File: src/rtl/pcu_pkg.sv
package pcu_pkg;

  typedef enum logic [3:0] {
    OP_SEQ   = 4'd0,
    OP_RJMP  = 4'd1,
    OP_RCALL = 4'd2,
    OP_IJMP  = 4'd3,
    OP_ICALL = 4'd4,
    OP_RET   = 4'd5,
    OP_RETI  = 4'd6,
    OP_BFSET = 4'd7,
    OP_BFCLR = 4'd8,
    OP_BSGE  = 4'd9,
    OP_BSLT  = 4'd10,
    OP_BUHS  = 4'd11,
    OP_BULO  = 4'd12,
    OP_SKEQ  = 4'd13,
    OP_SKBC  = 4'd14,
    OP_SKBS  = 4'd15
  } op_kind_e;

  // flag positions inside the status byte
  localparam int unsigned FLG_C = 0;
  localparam int unsigned FLG_N = 2;
  localparam int unsigned FLG_V = 3;

  typedef enum logic [1:0] {
    CLS_FLOW   = 2'd0,  // sequential or unconditional redirect
    CLS_BRANCH = 2'd1,
    CLS_SKIP   = 2'd2
  } op_class_e;

  function automatic op_class_e classify(input op_kind_e k);
    case (k)
      OP_BFSET, OP_BFCLR, OP_BSGE, OP_BSLT, OP_BUHS, OP_BULO: return CLS_BRANCH;
      OP_SKEQ, OP_SKBC, OP_SKBS:                              return CLS_SKIP;
      default:                                                return CLS_FLOW;
    endcase
  endfunction

endpackage

File: src/rtl/pcu_cond.sv
module pcu_cond
  import pcu_pkg::*;
#(
  parameter int unsigned SR_W  = 8,
  localparam int unsigned SEL_W = $clog2(SR_W)
) (
  input  op_kind_e          kind,
  input  logic [SR_W-1:0]   sreg,
  input  logic [SEL_W-1:0]  bit_sel,
  input  logic              test_bit,
  input  logic              regs_equal,
  output logic              take
);

  logic flag_sel;
  logic lt_signed;

  always_comb begin
    flag_sel  = sreg[bit_sel];
    lt_signed = sreg[FLG_N] ^ sreg[FLG_V];
  end

  always_comb begin
    case (kind)
      OP_SEQ:   take = 1'b0;
      OP_RJMP,
      OP_RCALL,
      OP_IJMP,
      OP_ICALL,
      OP_RET,
      OP_RETI:  take = 1'b1;
      OP_BFSET: take = flag_sel;
      OP_BFCLR: take = ~flag_sel;
      OP_BSGE:  take = ~lt_signed;
      OP_BSLT:  take = lt_signed;
      OP_BUHS:  take = ~sreg[FLG_C];
      OP_BULO:  take = sreg[FLG_C];
      OP_SKEQ:  take = regs_equal;
      OP_SKBC:  take = ~test_bit;
      OP_SKBS:  take = test_bit;
      default:  take = 1'b0;
    endcase
  end

endmodule

File: src/rtl/pcu_target.sv
module pcu_target
  import pcu_pkg::*;
#(
  parameter int unsigned PC_W  = 22,
  parameter int unsigned Z_W   = 16,
  parameter int unsigned BR_W  = 7,
  parameter int unsigned JMP_W = 12,
  localparam int unsigned BR_PAD  = PC_W - BR_W,
  localparam int unsigned JMP_PAD = PC_W - JMP_W,
  localparam int unsigned Z_PAD   = PC_W - Z_W
) (
  input  op_kind_e            kind,
  input  logic                take,
  input  logic                two_word,
  input  logic [PC_W-1:0]     pc,
  input  logic [Z_W-1:0]      zptr,
  input  logic [BR_W-1:0]     off_br,
  input  logic [JMP_W-1:0]    off_jmp,
  input  logic [PC_W-1:0]     stack_pc,
  output logic [PC_W-1:0]     npc,
  output logic [PC_W-1:0]     ret_addr
);

  logic [PC_W-1:0] br_ext;
  logic [PC_W-1:0] jmp_ext;
  logic [PC_W-1:0] pc_inc;
  logic [PC_W-1:0] pc_br;
  logic [PC_W-1:0] pc_jmp;
  logic [PC_W-1:0] pc_skip;
  logic [PC_W-1:0] pc_ind;
  op_class_e       cls;

  always_comb begin
    br_ext  = {{BR_PAD{off_br[BR_W-1]}}, off_br};
    jmp_ext = {{JMP_PAD{off_jmp[JMP_W-1]}}, off_jmp};
    pc_inc  = pc + PC_W'(1);
    pc_br   = pc_inc + br_ext;
    pc_jmp  = pc_inc + jmp_ext;
    pc_skip = pc + (two_word ? PC_W'(3) : PC_W'(2));
    pc_ind  = {{Z_PAD{1'b0}}, zptr};
    cls     = classify(kind);
  end

  always_comb begin
    npc = pc_inc;
    case (kind)
      OP_RJMP, OP_RCALL: npc = pc_jmp;
      OP_IJMP, OP_ICALL: npc = pc_ind;
      OP_RET, OP_RETI:   npc = stack_pc;
      default: begin
        if (take && cls == CLS_BRANCH) npc = pc_br;
        else if (take && cls == CLS_SKIP) npc = pc_skip;
      end
    endcase
    ret_addr = pc_inc;
  end

endmodule

File: src/rtl/pcu_cost.sv
module pcu_cost
  import pcu_pkg::*;
#(
  parameter int unsigned CYC_W    = 3,
  parameter int unsigned CYC_JMP  = 2,
  parameter int unsigned CYC_CALL = 3,
  parameter int unsigned CYC_RET  = 4
) (
  input  op_kind_e          kind,
  input  logic              take,
  input  logic              two_word,
  output logic [CYC_W-1:0]  cycles
);

  op_class_e cls;

  always_comb begin
    cls    = classify(kind);
    cycles = CYC_W'(1);
    case (kind)
      OP_RJMP, OP_IJMP:   cycles = CYC_W'(CYC_JMP);
      OP_RCALL, OP_ICALL: cycles = CYC_W'(CYC_CALL);
      OP_RET, OP_RETI:    cycles = CYC_W'(CYC_RET);
      default: begin
        if (take && cls == CLS_BRANCH)
          cycles = CYC_W'(2);
        else if (take && cls == CLS_SKIP)
          cycles = two_word ? CYC_W'(3) : CYC_W'(2);
      end
    endcase
  end

endmodule

File: src/rtl/pcu_next.sv
module pcu_next
  import pcu_pkg::*;
#(
  parameter int unsigned PC_W  = 22,
  parameter int unsigned Z_W   = 16,
  parameter int unsigned SR_W  = 8,
  parameter int unsigned BR_W  = 7,
  parameter int unsigned JMP_W = 12,
  parameter int unsigned CYC_W = 3,
  localparam int unsigned SEL_W = $clog2(SR_W)
) (
  input  logic              clk,
  input  logic              rst_n,
  input  logic              op_valid,
  input  logic [3:0]        op_kind,
  input  logic [PC_W-1:0]   pc_in,
  input  logic [Z_W-1:0]    zptr,
  input  logic [SR_W-1:0]   sreg,
  input  logic [SEL_W-1:0]  bit_sel,
  input  logic              test_bit,
  input  logic              regs_equal,
  input  logic              next_two_word,
  input  logic [BR_W-1:0]   off_br,
  input  logic [JMP_W-1:0]  off_jmp,
  input  logic [PC_W-1:0]   stack_pc,
  output logic              out_valid,
  output logic [PC_W-1:0]   npc,
  output logic              taken,
  output logic [CYC_W-1:0]  cycles,
  output logic              push,
  output logic [PC_W-1:0]   push_pc,
  output logic              pop,
  output logic              set_ie
);

  op_kind_e         kind;
  logic             take_c;
  logic [PC_W-1:0]  npc_c;
  logic [PC_W-1:0]  ret_c;
  logic [CYC_W-1:0] cyc_c;
  logic             push_c, pop_c, ie_c;

  assign kind = op_kind_e'(op_kind);

  pcu_cond #(.SR_W(SR_W)) u_cond (
    .kind       (kind),
    .sreg       (sreg),
    .bit_sel    (bit_sel),
    .test_bit   (test_bit),
    .regs_equal (regs_equal),
    .take       (take_c)
  );

  pcu_target #(.PC_W(PC_W), .Z_W(Z_W), .BR_W(BR_W), .JMP_W(JMP_W)) u_target (
    .kind     (kind),
    .take     (take_c),
    .two_word (next_two_word),
    .pc       (pc_in),
    .zptr     (zptr),
    .off_br   (off_br),
    .off_jmp  (off_jmp),
    .stack_pc (stack_pc),
    .npc      (npc_c),
    .ret_addr (ret_c)
  );

  pcu_cost #(.CYC_W(CYC_W)) u_cost (
    .kind     (kind),
    .take     (take_c),
    .two_word (next_two_word),
    .cycles   (cyc_c)
  );

  // stack side requests, qualified by the operation strobe
  always_comb begin
    push_c = op_valid && (kind == OP_RCALL || kind == OP_ICALL);
    pop_c  = op_valid && (kind == OP_RET || kind == OP_RETI);
    ie_c   = op_valid && (kind == OP_RETI);
  end

  // result registers, loaded only on a valid operation
  always_ff @(posedge clk or negedge rst_n) begin
    if (!rst_n) begin
      npc     <= '0;
      taken   <= 1'b0;
      cycles  <= '0;
      push_pc <= '0;
    end else if (op_valid) begin
      npc     <= npc_c;
      taken   <= take_c;
      cycles  <= cyc_c;
      push_pc <= ret_c;
    end
  end

  // strobes, updated every cycle
  always_ff @(posedge clk or negedge rst_n) begin
    if (!rst_n) begin
      out_valid <= 1'b0;
      push      <= 1'b0;
      pop       <= 1'b0;
      set_ie    <= 1'b0;
    end else begin
      out_valid <= op_valid;
      push      <= push_c;
      pop       <= pop_c;
      set_ie    <= ie_c;
    end
  end

  AST_PUSH_POP_EXCL: assert property (@(posedge clk) disable iff (!rst_n)
    !(push && pop));

  AST_IDLE_QUIET: assert property (@(posedge clk) disable iff (!rst_n)
    !out_valid |-> (!push && !pop && !set_ie));

  AST_IND_UPPER_ZERO: assert property (@(posedge clk) disable iff (!rst_n)
    op_valid && (op_kind == 4'(OP_IJMP) || op_kind == 4'(OP_ICALL))
      |=> npc[PC_W-1:Z_W] == '0 && npc[Z_W-1:0] == $past(zptr));

  AST_FALLTHRU: assert property (@(posedge clk) disable iff (!rst_n)
    op_valid && !take_c |=> npc == $past(pc_in) + PC_W'(1) && cycles == CYC_W'(1));

  AST_POP_TARGET: assert property (@(posedge clk) disable iff (!rst_n)
    op_valid && (op_kind == 4'(OP_RET) || op_kind == 4'(OP_RETI))
      |=> pop && npc == $past(stack_pc));

  AST_SKIP_LEN: assert property (@(posedge clk) disable iff (!rst_n)
    op_valid && op_kind >= 4'(OP_SKEQ) && take_c
      |=> cycles == (next_two_word_q ? CYC_W'(3) : CYC_W'(2)));

  AST_HOLD: assert property (@(posedge clk) disable iff (!rst_n)
    out_valid && !op_valid |=> $stable(npc) && $stable(cycles));

  logic next_two_word_q;
  always_ff @(posedge clk or negedge rst_n) begin
    if (!rst_n) next_two_word_q <= 1'b0;
    else        next_two_word_q <= next_two_word;
  end

endmodule

File: config.mk
export PLATFORM = sky130hd
export DESIGN_NAME = pcu_next
export DESIGN_NICKNAME = d
export VERILOG_FILES = /design/src/rtl/pcu_pkg.sv /design/src/rtl/pcu_cond.sv /design/src/rtl/pcu_target.sv /design/src/rtl/pcu_cost.sv /design/src/rtl/pcu_next.sv
export SDC_FILE = /design/constraint.sdc
export NUM_CORES = 1
export LEC_CHECK = 0
export ABC_AREA = 1
export BUFFER_PORTS_ARGS = -buffer_cell sky130_fd_sc_hd__clkbuf_2
export CORE_MARGIN = 1
export CORE_UTILIZATION = 57
export CTS_BUF_LIST = sky130_fd_sc_hd__clkbuf_2 sky130_fd_sc_hd__clkbuf_4 sky130_fd_sc_hd__clkbuf_8
export DETAILED_ROUTE_END_ITERATION = 8
export GPL_ROUTABILITY_DRIVEN = 0
export PLACE_DENSITY = 0.87
export SKIP_LAST_GASP = 1
export SLEW_MARGIN = 40
export SYNTH_ARGS = -nofsm -noshare
export SYNTH_HDL_FRONTEND = slang
export SYNTH_HIERARCHICAL = 1
export SYNTH_SLANG_ARGS = --single-unit
File: constraint.sdc
create_clock -name clk -period 0.8 [get_ports clk]
set_input_delay 0.08 -clock clk [delete_from_list [all_inputs] [get_ports clk]]
set_output_delay 0.08 -clock clk [all_outputs]
set_load 0.005 [all_outputs]
==> out/results.ini, run 1 <==
[synth]
dominantRegCellSynth=sky130_fd_sc_hd__dfrtp_1
post_synth.cell_area_avg_um2=5.94
synth_top_cells_by_area=sky130_fd_sc_hd__nand2_1, sky130_fd_sc_hd__dfrtp_1, sky130_fd_sc_hd__inv_1
area_fraction_in_compound_gates_after_synthesis_pct=13.2
mapped_nets=1389
synth_area_leader_cell=sky130_fd_sc_hd__nand2_1
asyncSetResetFlopFracSynth_pct=100
yosys_warnings=6
post_synth_fa_ha_maj_area_fraction_pct=8.53
synth.yosys.seq_area_share_pct=17.7
synth.mux.area_fraction_pct=0
gate_count_after_technology_mapping=1240
synth_top_cell_area_share_pct=21.0
mappedNetlistArea_um2=7360
ys_seq_elements=52
post_synth_num_cell_types=48
synth-simple-area-share_pct=43.6
share_of_the_synthesized_netlist_area_taken_by_xor_and_xnor_gates_pct=4.13
largest_family_of_logic_cells_by_synthesized_area=simple AND/OR/NAND/NOR gates
synth_enable_flop_cells=0

[place]
hpwlAfterDp_um=24200
placement.cell_area_um2=10400
number_of_buffers_inserted_by_port_buffering=151

[die]
die_width_um=116
io-pin-count=152
initial_cell_density_of_the_core_pct=58.3
die_height_um=116
rows=41

[cts]
tritoncts.num_buffers=5
cts_max_level=2
cts_setup_buffers=75
clockBufferDepth=2
cts.repair.resized=276
cts.hold.buffers_added=1
clock_tree.root_cell=sky130_fd_sc_hd__clkbuf_8
clkSinkCount=52

[outcome]
run_status=did not finish
error_message=[ERROR DPL-0033] detailed placement checks failed during check placement.
haltStage=clock tree synthesis

cells by family after synthesis:
logic type | after synthesis
and+or+nand+nor | 720
buffers and inverters | 227
AOI/OAI and AO/OA | 159
DFF | 52
adders and majority gates | 49
xor gates and xnor gates | 33
per-stage QoR:
| step | TNS (ps) | cells | setup slack (ps) |
|---|---|---|---|
| after detailed placement | -56460 | 1730 | -2080 |
| after global placement | -52310 | 1730 | -1910 |
| after floorplan | -30550 | 1240 | -1350 |
Yosys cell counts (2+ instances only):
| cell type | number |
|---|---|
| sky130_fd_sc_hd__nand2_1 | 412 |
| sky130_fd_sc_hd__inv_1 | 191 |
| sky130_fd_sc_hd__nand3_1 | 109 |
| sky130_fd_sc_hd__nor2_1 | 88 |
| sky130_fd_sc_hd__dfrtp_1 | 52 |
| sky130_fd_sc_hd__o21ai_0 | 52 |
| sky130_fd_sc_hd__ha_1 | 47 |
| sky130_fd_sc_hd__a21oi_1 | 46 |
| sky130_fd_sc_hd__nand2_2 | 31 |
| sky130_fd_sc_hd__nand4_1 | 25 |
| sky130_fd_sc_hd__o21ai_2 | 22 |
| sky130_fd_sc_hd__xor2_1 | 20 |
| sky130_fd_sc_hd__buf_2 | 13 |
| sky130_fd_sc_hd__nor2_2 | 12 |
| sky130_fd_sc_hd__xnor2_1 | 11 |
| sky130_fd_sc_hd__nand3b_1 | 10 |
| sky130_fd_sc_hd__o211ai_1 | 10 |
| sky130_fd_sc_hd__inv_2 | 9 |
| sky130_fd_sc_hd__o21bai_1 | 9 |
| sky130_fd_sc_hd__or2_2 | 8 |
| sky130_fd_sc_hd__a22o_1 | 6 |
| sky130_fd_sc_hd__nor3_1 | 6 |
| sky130_fd_sc_hd__o21ai_1 | 6 |
| sky130_fd_sc_hd__buf_4 | 5 |
| sky130_fd_sc_hd__nor2_4 | 5 |
| sky130_fd_sc_hd__nand3_2 | 4 |
| sky130_fd_sc_hd__o21a_1 | 3 |
| sky130_fd_sc_hd__buf_12 | 2 |
| sky130_fd_sc_hd__clkbuf_1 | 2 |
| sky130_fd_sc_hd__clkbuf_4 | 2 |
| sky130_fd_sc_hd__fa_1 | 2 |
| sky130_fd_sc_hd__nor3_2 | 2 |
| sky130_fd_sc_hd__nor4_1 | 2 |
| sky130_fd_sc_hd__xor2_2 | 2 |
==> run 2, diff against run 1 <==
--- a/config.mk
+++ b/config.mk
@@ -8,11 +8,10 @@
 export ABC_AREA = 1
 export BUFFER_PORTS_ARGS = -buffer_cell sky130_fd_sc_hd__clkbuf_2
 export CORE_MARGIN = 1
-export CORE_UTILIZATION = 57
-export CTS_BUF_LIST = sky130_fd_sc_hd__clkbuf_2 sky130_fd_sc_hd__clkbuf_4 sky130_fd_sc_hd__clkbuf_8
+export CORE_UTILIZATION = 40
 export DETAILED_ROUTE_END_ITERATION = 8
 export GPL_ROUTABILITY_DRIVEN = 0
-export PLACE_DENSITY = 0.87
+export PLACE_DENSITY_LB_ADDON = 0.15
 export SKIP_LAST_GASP = 1
 export SLEW_MARGIN = 40
 export SYNTH_ARGS = -nofsm -noshare
==> out/results.ini, run 2 <==
[synth]
synth_top_cell_area_share_pct=21.0  ; unchanged
synth_top_cells_by_area=sky130_fd_sc_hd__nand2_1, sky130_fd_sc_hd__dfrtp_1, sky130_fd_sc_hd__inv_1
yosys_warnings=6  ; unchanged
synth.yosys.seq_area_share_pct=17.7  ; unchanged
synthMostInstantiatedCell=sky130_fd_sc_hd__nand2_1
asyncSetResetFlopFracSynth_pct=100  ; unchanged
ys_seq_elements=52  ; unchanged
commonest_cells_in_the_netlist=sky130_fd_sc_hd__nand2_1, sky130_fd_sc_hd__inv_1, sky130_fd_sc_hd__nand3_1
post_synth_num_cell_types=48  ; unchanged
synth_area_leader_cell=sky130_fd_sc_hd__nand2_1
gate_count_after_technology_mapping=1240  ; unchanged
synth_enable_flop_cells=0  ; unchanged
mappedNetlistArea_um2=7360  ; unchanged
dominantRegCellSynth=sky130_fd_sc_hd__dfrtp_1
mapped_nets=1389  ; unchanged
post_synth.cell_area_avg_um2=5.94  ; unchanged

[final_layout]
final_design_area_no_fill_um2=12700
reg_top3=npc x22, push_pc x22, cycles x3
final_common_cell=sky130_fd_sc_hd__nand2_1
mostFrequentLayoutCells=sky130_fd_sc_hd__nand2_1, sky130_fd_sc_hd__buf_4, sky130_fd_sc_hd__inv_1, sky130_fd_sc_hd__clkbuf_2, sky130_fd_sc_hd__nand3_1
antenna_cells=0
num-nets-final=1786
final_core_utilization_pct=70.3
post_route_cells_drive_above_1_share_pct=46.4
syn2layout_area_growth_pct=72.3

[timing]
timing.final.crit_period_ps=2380
finalCritPeriodShare_pct=298
post_layout_worst_setup_margin_ps=-1580
final-max-slew-violation-count=0
timing.slew.headroom_pct=71.7
fmax_ghz=0.420
fin_skew_ps=0
grt_setup_unrepaired=true
finalSetupViolCount=97
whs_ps=123
hold_violations=0
measured_slew_at_the_worst_slew_check_pin_ps=423

[setup_path]
timing.critical_path.to_type=register
cp_data_arrival_time_ps=2600
crit_required_ps=1020
critPathKind=in2reg
r2r_end=npc[13]
r2r_cells=4
endpoint=npc[13]
timing.critical_path.from=pc_in[0]
startpoint_type=input pin
crit_path_max_fanout=4
r2r-start=npc[13]
timing.reg2reg.setup_slack_ps=-40

[outcome]
run_status=finished, violations left
violations=setup timing

[die]
initial_cell_density_of_the_core_pct=40.8  ; -17 points
die_width_um=138  ; +19%
die_outline_area_um2=18900
die_height_um=138  ; +19%
io-pin-count=152  ; unchanged
core-area_um2=18000
rows=49  ; +20%

[cts]
clockBufferDepth=2  ; unchanged
cts_tree=built
clk_transition_reported_paths_ps=80
cts_max_level=2  ; unchanged
clkSinkCount=52  ; unchanged
insertion_delay_ps=300
clock_tree.root_cell=sky130_fd_sc_hd__clkbuf_16
tritoncts.num_buffers=5  ; unchanged

[grt]
grt_antenna_before_repair=0
grt_pass1_wl_um=45300
grt_overflow=0
grt_start_max_net_pins=53
number_of_global_route_vias_before_repair=9003
gr-usage-all-layers_pct=31.6

[routing]
drt-pass1-iter-count=6
drcViolationCount=0
routed-via-count=9816
routed_wirelength_um=31500
final_antenna_net_count=0
avgRoutedWirePerCell_um=16.9
initialDrtViolationCount=789
route.detailed.vias_per_inst=5.26

[pwr]
vdd.ir_drop.worst_mv=0.983
power_per_cell_area_nw_per_um2=1110
pleak_nw=6.48

[worst_hold_path]
whs_path_depth=5
worstHoldPathType=in2reg

[place]
hpwlAfterDp_um=23400  ; -3.0%
placement.cell_area_um2=10500  ; +1.1%
number_of_buffers_inserted_by_port_buffering=151  ; unchanged

[run]
cap_violations=0

-- run 2: cell counts after synthesis --
Identical to the previous run, type by type.
-- run 2: per-layer routing --
layer | global-route usage [%] | vias up | routed length [µm]
met2 | 51.8 | 451 | 14600
met1 | 40.6 | 4503 | 12800
met4 | 15.9 | 0 | 1810
met5 | 0 | - | 0
li1 | - | 4745 | -
met3 | 4.01 | 117 | 2240
-- run 2: power by group --
part	internal (mW)	leakage, nW	switching (mW)
combinational	3.99	5.76	4.59
clock	1.21	0.0767	1.12
sequential	2.96	0.642	0.233
total	8.17	6.48	5.94
-- run 2: critical path, stage by stage --
cell,delay (ps)
sky130_fd_sc_hd__clkbuf_16,120
sky130_fd_sc_hd__ha_4,150
sky130_fd_sc_hd__inv_4,50
sky130_fd_sc_hd__nor2_4,160
sky130_fd_sc_hd__nand2_4,90
sky130_fd_sc_hd__xnor2_2,360
sky130_fd_sc_hd__ha_1,330
sky130_fd_sc_hd__buf_4,150
sky130_fd_sc_hd__a21oi_1,200
sky130_fd_sc_hd__nand2_1,100
sky130_fd_sc_hd__nand2_1,70
sky130_fd_sc_hd__nand2_1,70
sky130_fd_sc_hd__a21oi_1,150
sky130_fd_sc_hd__xnor2_1,140
sky130_fd_sc_hd__nand2_1,70
sky130_fd_sc_hd__nand2_1,80
sky130_fd_sc_hd__nand2_1,60
sky130_fd_sc_hd__nand2_1,60
sky130_fd_sc_hd__nand2_1,50
sky130_fd_sc_hd__o21ai_0,70
-- run 2: kinds of logic (layout without fill, tap and decap cells) --
logic type | Yosys count | count (layout) | synth area share (%)
flops | 52 | 52 | 17.7
simple gates | 720 | 720 | 43.6
fa+ha+maj | 49 | 49 | 8.53
buf+inv | 227 | 625 | 12.9
xor+xnor | 33 | 33 | 4.13
compound gates | 159 | 159 | 13.2
-- run 2: timing repair --
action,4_1_cts,5_1_grt
pin swaps,124,95
hold endpoints to repair,52,0
cloned,1,0
hold buffers,1,0
endpoints found under the setup margin,98,98
setup buffers,44,41
gates resized for setup,211,144
-- run 2: worst min path at each step --
| stage | start | to |
|---|---|---|
| final | zptr[5] | npc[5] |
| after detailed placement | rst_n | pop |
| after CTS | zptr[5] | npc[5] |
| after floorplan | rst_n | cycles[0] |
| after global placement | rst_n | set_ie |
| after global routing | zptr[0] | npc[0] |
-- run 2: through the flow --
| stage | setup TNS [ps] | power [mW] | setup WS (ps) | instances |
|---|---|---|---|---|
| 2_1_floorplan | -30550 | 6.99 | -1350 | 1240 |
| 3_3_place_gp | -54460 | 10.0 | -2010 | 1793 |
| 3_5_place_dp | -55960 | 10.1 | -2020 | 1793 |
| 4_1_cts | -40730 | 13.3 | -1460 | 1842 |
| 5_1_grt | -47800 | 14.9 | -1690 | 1867 |
| 6_report | -43040 | 14.1 | -1580 | 1867 |
-- run 2: area by class of cell --
| class | instances | area (µm²) |
|---|---|---|
| Fill cell | 1456 | 5350 |
| Tap cell | 229 | 287 |
| Multi-Input combinational cell | 961 | 6790 |
| Timing Repair Buffer | 416 | 3370 |
| Clock buffer | 5 | 125 |
| Sequential cell | 52 | 1300 |
| Clock inverter | 3 | 28.8 |
| Inverter | 201 | 777 |
(Power assumes the default switching activity.)
==> run 3, diff against run 2 <==
--- a/config.mk
+++ b/config.mk
@@ -7,6 +7,7 @@
 export LEC_CHECK = 0
 export ABC_AREA = 1
 export BUFFER_PORTS_ARGS = -buffer_cell sky130_fd_sc_hd__clkbuf_2
+export CORE_ASPECT_RATIO = 1.5
 export CORE_MARGIN = 1
 export CORE_UTILIZATION = 40
 export DETAILED_ROUTE_END_ITERATION = 8
@@ -16,5 +17,4 @@
 export SLEW_MARGIN = 40
 export SYNTH_ARGS = -nofsm -noshare
 export SYNTH_HDL_FRONTEND = slang
-export SYNTH_HIERARCHICAL = 1
 export SYNTH_SLANG_ARGS = --single-unit
==> out/results.ini, run 3 <==
[grt]
number_of_global_route_vias_before_repair=9249  ; +2.7%
gr-usage-all-layers_pct=37.6  ; +6.0 points
gr-usage-met2_pct=66.4  ; +15 points
grt_antenna_before_repair=0  ; unchanged
grt_overflow=0  ; unchanged
global_route.usage.met3_pct=6.26  ; +2.2 points
top_usage_layer=met2
grt_start_max_net_pins=53  ; unchanged
grtUsageMet1_pct=39.7  ; -0.86 points
grt_pass1_wl_um=47900  ; +5.6%

[routing]
drcViolationCount=0  ; unchanged
initialDrtViolationCount=1010  ; +28%
routed-via-count=10100  ; +2.6%
avgRoutedWirePerCell_um=20.2  ; +20%
drt-pass1-iter-count=7  ; +1
routed_wirelength_um=35500  ; +13%
route.detailed.vias_per_inst=5.74  ; +9.1%
final_antenna_net_count=0  ; unchanged

[timing]
fin_skew_ps=0  ; unchanged
timing.slew.headroom_pct=69.1  ; -2.6 points
timing.final.crit_period_ps=2570  ; +187 ps
post_layout_worst_setup_margin_ps=-1770  ; -187 ps
whs_ps=106  ; -16.8 ps
finalSetupViolCount=97  ; unchanged
measured_slew_at_the_worst_slew_check_pin_ps=462  ; +38.8 ps
final-max-slew-violation-count=0  ; unchanged
hold_violations=0  ; unchanged
finalCritPeriodShare_pct=321  ; +23 points
fmax_ghz=0.389  ; -7.3%
grt_setup_unrepaired=true

[worst_hold_path]
min_from=stack_pc[1]
worstHoldPathType=in2reg
whs_path_depth=3  ; -2
hold_path_end=npc[1]

[synth]
synth.mux.area_fraction_pct=0  ; unchanged
mapped_nets=1226  ; -12%
share_of_the_synthesized_netlist_area_taken_by_xor_and_xnor_gates_pct=5.80  ; +1.7 points
synthMostInstantiatedCell=sky130_fd_sc_hd__nand2_1
largest_family_of_logic_cells_by_synthesized_area=simple AND/OR/NAND/NOR gates
yosys_warnings=0  ; -6
dominantRegCellSynth=sky130_fd_sc_hd__dfrtp_1
synth_top_cell_area_share_pct=20.1  ; -0.96 points
commonest_cells_in_the_netlist=sky130_fd_sc_hd__nand2_1, sky130_fd_sc_hd__inv_1, sky130_fd_sc_hd__nand3_1
mappedNetlistArea_um2=6490  ; -12%
gate_count_after_technology_mapping=1073  ; -13%
post_synth_num_cell_types=40  ; -17%
post_synth_fa_ha_maj_area_fraction_pct=10.4  ; +1.9 points
asyncSetResetFlopFracSynth_pct=100  ; unchanged
synth_area_leader_cell=sky130_fd_sc_hd__dfrtp_1
synth.yosys.seq_area_share_pct=20.1  ; +2.4 points
post_synth.cell_area_avg_um2=6.05  ; +1.9%
ys_seq_elements=52  ; unchanged
synth_enable_flop_cells=0  ; unchanged
area_fraction_in_compound_gates_after_synthesis_pct=16.3  ; +3.1 points
synth-simple-area-share_pct=38.1  ; -5.5 points
synth_top_cells_by_area=sky130_fd_sc_hd__dfrtp_1, sky130_fd_sc_hd__nand2_1, sky130_fd_sc_hd__ha_1

[setup_path]
crit_path_max_fanout=4  ; unchanged
r2r_cells=2  ; -2
cp_data_arrival_time_ps=2760  ; +160 ps
r2r_end=cycles[0]
r2r-start=cycles[0]
startpoint_type=input pin
timing.reg2reg.setup_slack_ps=-110  ; -70 ps
critPathKind=in2reg
timing.critical_path.to_type=register
crit_required_ps=990  ; -30 ps

[final_layout]
final_common_cell=sky130_fd_sc_hd__buf_4
final_design_area_no_fill_um2=12700  ; +0.20%
antenna_cells=0  ; unchanged
post_route_cells_drive_above_1_share_pct=53.0  ; +6.6 points
reg_top3=npc x22, push_pc x22, cycles x3
syn2layout_area_growth_pct=95.7
num-nets-final=1704  ; -4.6%
mostFrequentLayoutCells=sky130_fd_sc_hd__buf_4, sky130_fd_sc_hd__nand2_1, sky130_fd_sc_hd__clkbuf_2, sky130_fd_sc_hd__inv_1, sky130_fd_sc_hd__nand3_1

[pwr]
vdd.ir_drop.worst_mv=0.877  ; -11%
power.share.sequential_pct=22.3  ; -0.4 points
p_comb_share_pct=62.1  ; +1.2 points
total_power_mw=14.3  ; +1.1%
pleak_nw=6.37  ; -1.7%
power_per_cell_area_nw_per_um2=1120  ; +0.92%
netSwitchingFraction_pct=42.1  ; about the same
power.clock.fraction_pct=15.6  ; -0.9 points
power_switching_mw=6.00  ; +1.1%
power_report.internal_total_mw=8.26  ; +1.2%

[die]
initial_cell_density_of_the_core_pct=41.2  ; +0.34 points
io-pin-count=152  ; unchanged
die_height_um=158  ; +15%
die_outline_area_um2=16700  ; -12%
rows=56  ; +14%
core-area_um2=15800  ; -13%
die_width_um=106  ; -23%

[place]
placement.cell_area_um2=10100  ; -3.7%
hpwlAfterDp_um=23700  ; +1.2%
number_of_buffers_inserted_by_port_buffering=151  ; unchanged

[cts]
clock_tree.root_cell=sky130_fd_sc_hd__clkbuf_16
insertion_delay_ps=290  ; about the same
clkSinkCount=52  ; unchanged
clk_transition_reported_paths_ps=70  ; about the same
clockBufferDepth=2  ; unchanged
cts_max_level=2  ; unchanged
cts_tree=built
tritoncts.num_buffers=5  ; unchanged

[outcome]
run_status=finished, violations left
violations=setup timing

[run]
cap_violations=0  ; unchanged

[run 3: changes by cell type in the layout (fill, tap and decap cells not counted), sizes merged, moves of 13 or more]
| cell | previous run | this run |
|---|---|---|
| nand2 | 443 | 348 |
| o21ai | 80 | 67 |
| nor2 | 106 | 92 |
| a21oi | 46 | 84 |
| buf | 273 | 350 |
| inv | 201 | 125 |
| xor2 | 22 | 36 |
| nand3 | 113 | 95 |
[run 3: layout make-up]
type,instances,area (µm²)
clock buffers,6,129
clock inverters,2,16.3
fillers,946,3060
inverters,127,529
multi-input cells,869,6530
flip-flops and latches,52,1300
well taps,203,254
repair buffers,496,3950
[run 3: timing repair]
| item | CTS | global route |
|---|---|---|
| cloned | 1 | 0 |
| pin swaps | 108 | 111 |
| resized for setup | 246 | 163 |
| hold endpoints to repair | 52 | 0 |
| buffers inserted | 67 | 52 |
| setup endpoints to repair | 100 | 100 |
| hold buffers | 1 | 0 |
[run 3: logic make-up after synthesis]
family,Yosys count
DFF,52
AOI/OAI and AO/OA,189
and+or+nand+nor,584
buffers and inverters,152
xor gates and xnor gates,43
adders and majority gates,53
[run 3: routing by layer]
layer	vias up	part of all wire [%]
met1	4661	34
met5	-	0
met2	686	48
met3	240	8.8
met4	0	9.8
li1	4484	-
[run 3: worst max-delay path, cell delays in order]
cell and delay (ps):
sky130_fd_sc_hd__clkbuf_16 120, sky130_fd_sc_hd__nand2_8 50, sky130_fd_sc_hd__nor3_4 200, sky130_fd_sc_hd__nand2_2 110
sky130_fd_sc_hd__nor3_4 170, sky130_fd_sc_hd__buf_12 160, sky130_fd_sc_hd__nand2_2 70, sky130_fd_sc_hd__xor2_2 220
sky130_fd_sc_hd__inv_2 120, sky130_fd_sc_hd__ha_4 330, sky130_fd_sc_hd__nand2_1 90, sky130_fd_sc_hd__o21ai_0 270
sky130_fd_sc_hd__a21oi_1 110, sky130_fd_sc_hd__nand2_2 120, sky130_fd_sc_hd__nand2_1 60, sky130_fd_sc_hd__nand2_1 70
sky130_fd_sc_hd__nand2_1 50, sky130_fd_sc_hd__nand2_1 60, sky130_fd_sc_hd__nand3_1 120, sky130_fd_sc_hd__nand2_1 110
sky130_fd_sc_hd__nand2_1 50
[run 3: worst max-delay path by stage]
| stage | from | to | cells past startpoint |
|---|---|---|---|
| final | pc_in[9] | npc[18] | 21 |
| after global routing | pc_in[9] | npc[20] | 22 |
| after CTS | pc_in[0] | npc[21] | 24 |
| after detailed placement | pc_in[9] | npc[19] | 19 |
| after global placement | pc_in[9] | npc[19] | 19 |
| after floorplan | pc_in[9] | npc[17] | 17 |
[run 3: power groups by stage]
stage | combinational (mW) | sequential (mW) | clock (mW)
after floorplan | 3.26 | 3.21 | 0
after global placement | 6.44 | 3.22 | 0
after detailed placement | 6.52 | 3.22 | 0
after CTS | 7.71 | 3.16 | 2.22
after global routing | 9.37 | 3.20 | 2.32
final | 8.86 | 3.18 | 2.23
[run 3: per-stage QoR]
step	util [%]	TNS (ps)	worst slack [ps]	std cells
2_1_floorplan	-	-30680	-1500	1073
3_3_place_gp	64.2	-55730	-2130	1648
3_5_place_dp	64.2	-57050	-2170	1648
4_1_cts	75.0	-38390	-1530	1719
5_1_grt	80.6	-47560	-2000	1755
6_report	80.6	-43470	-1770	1755
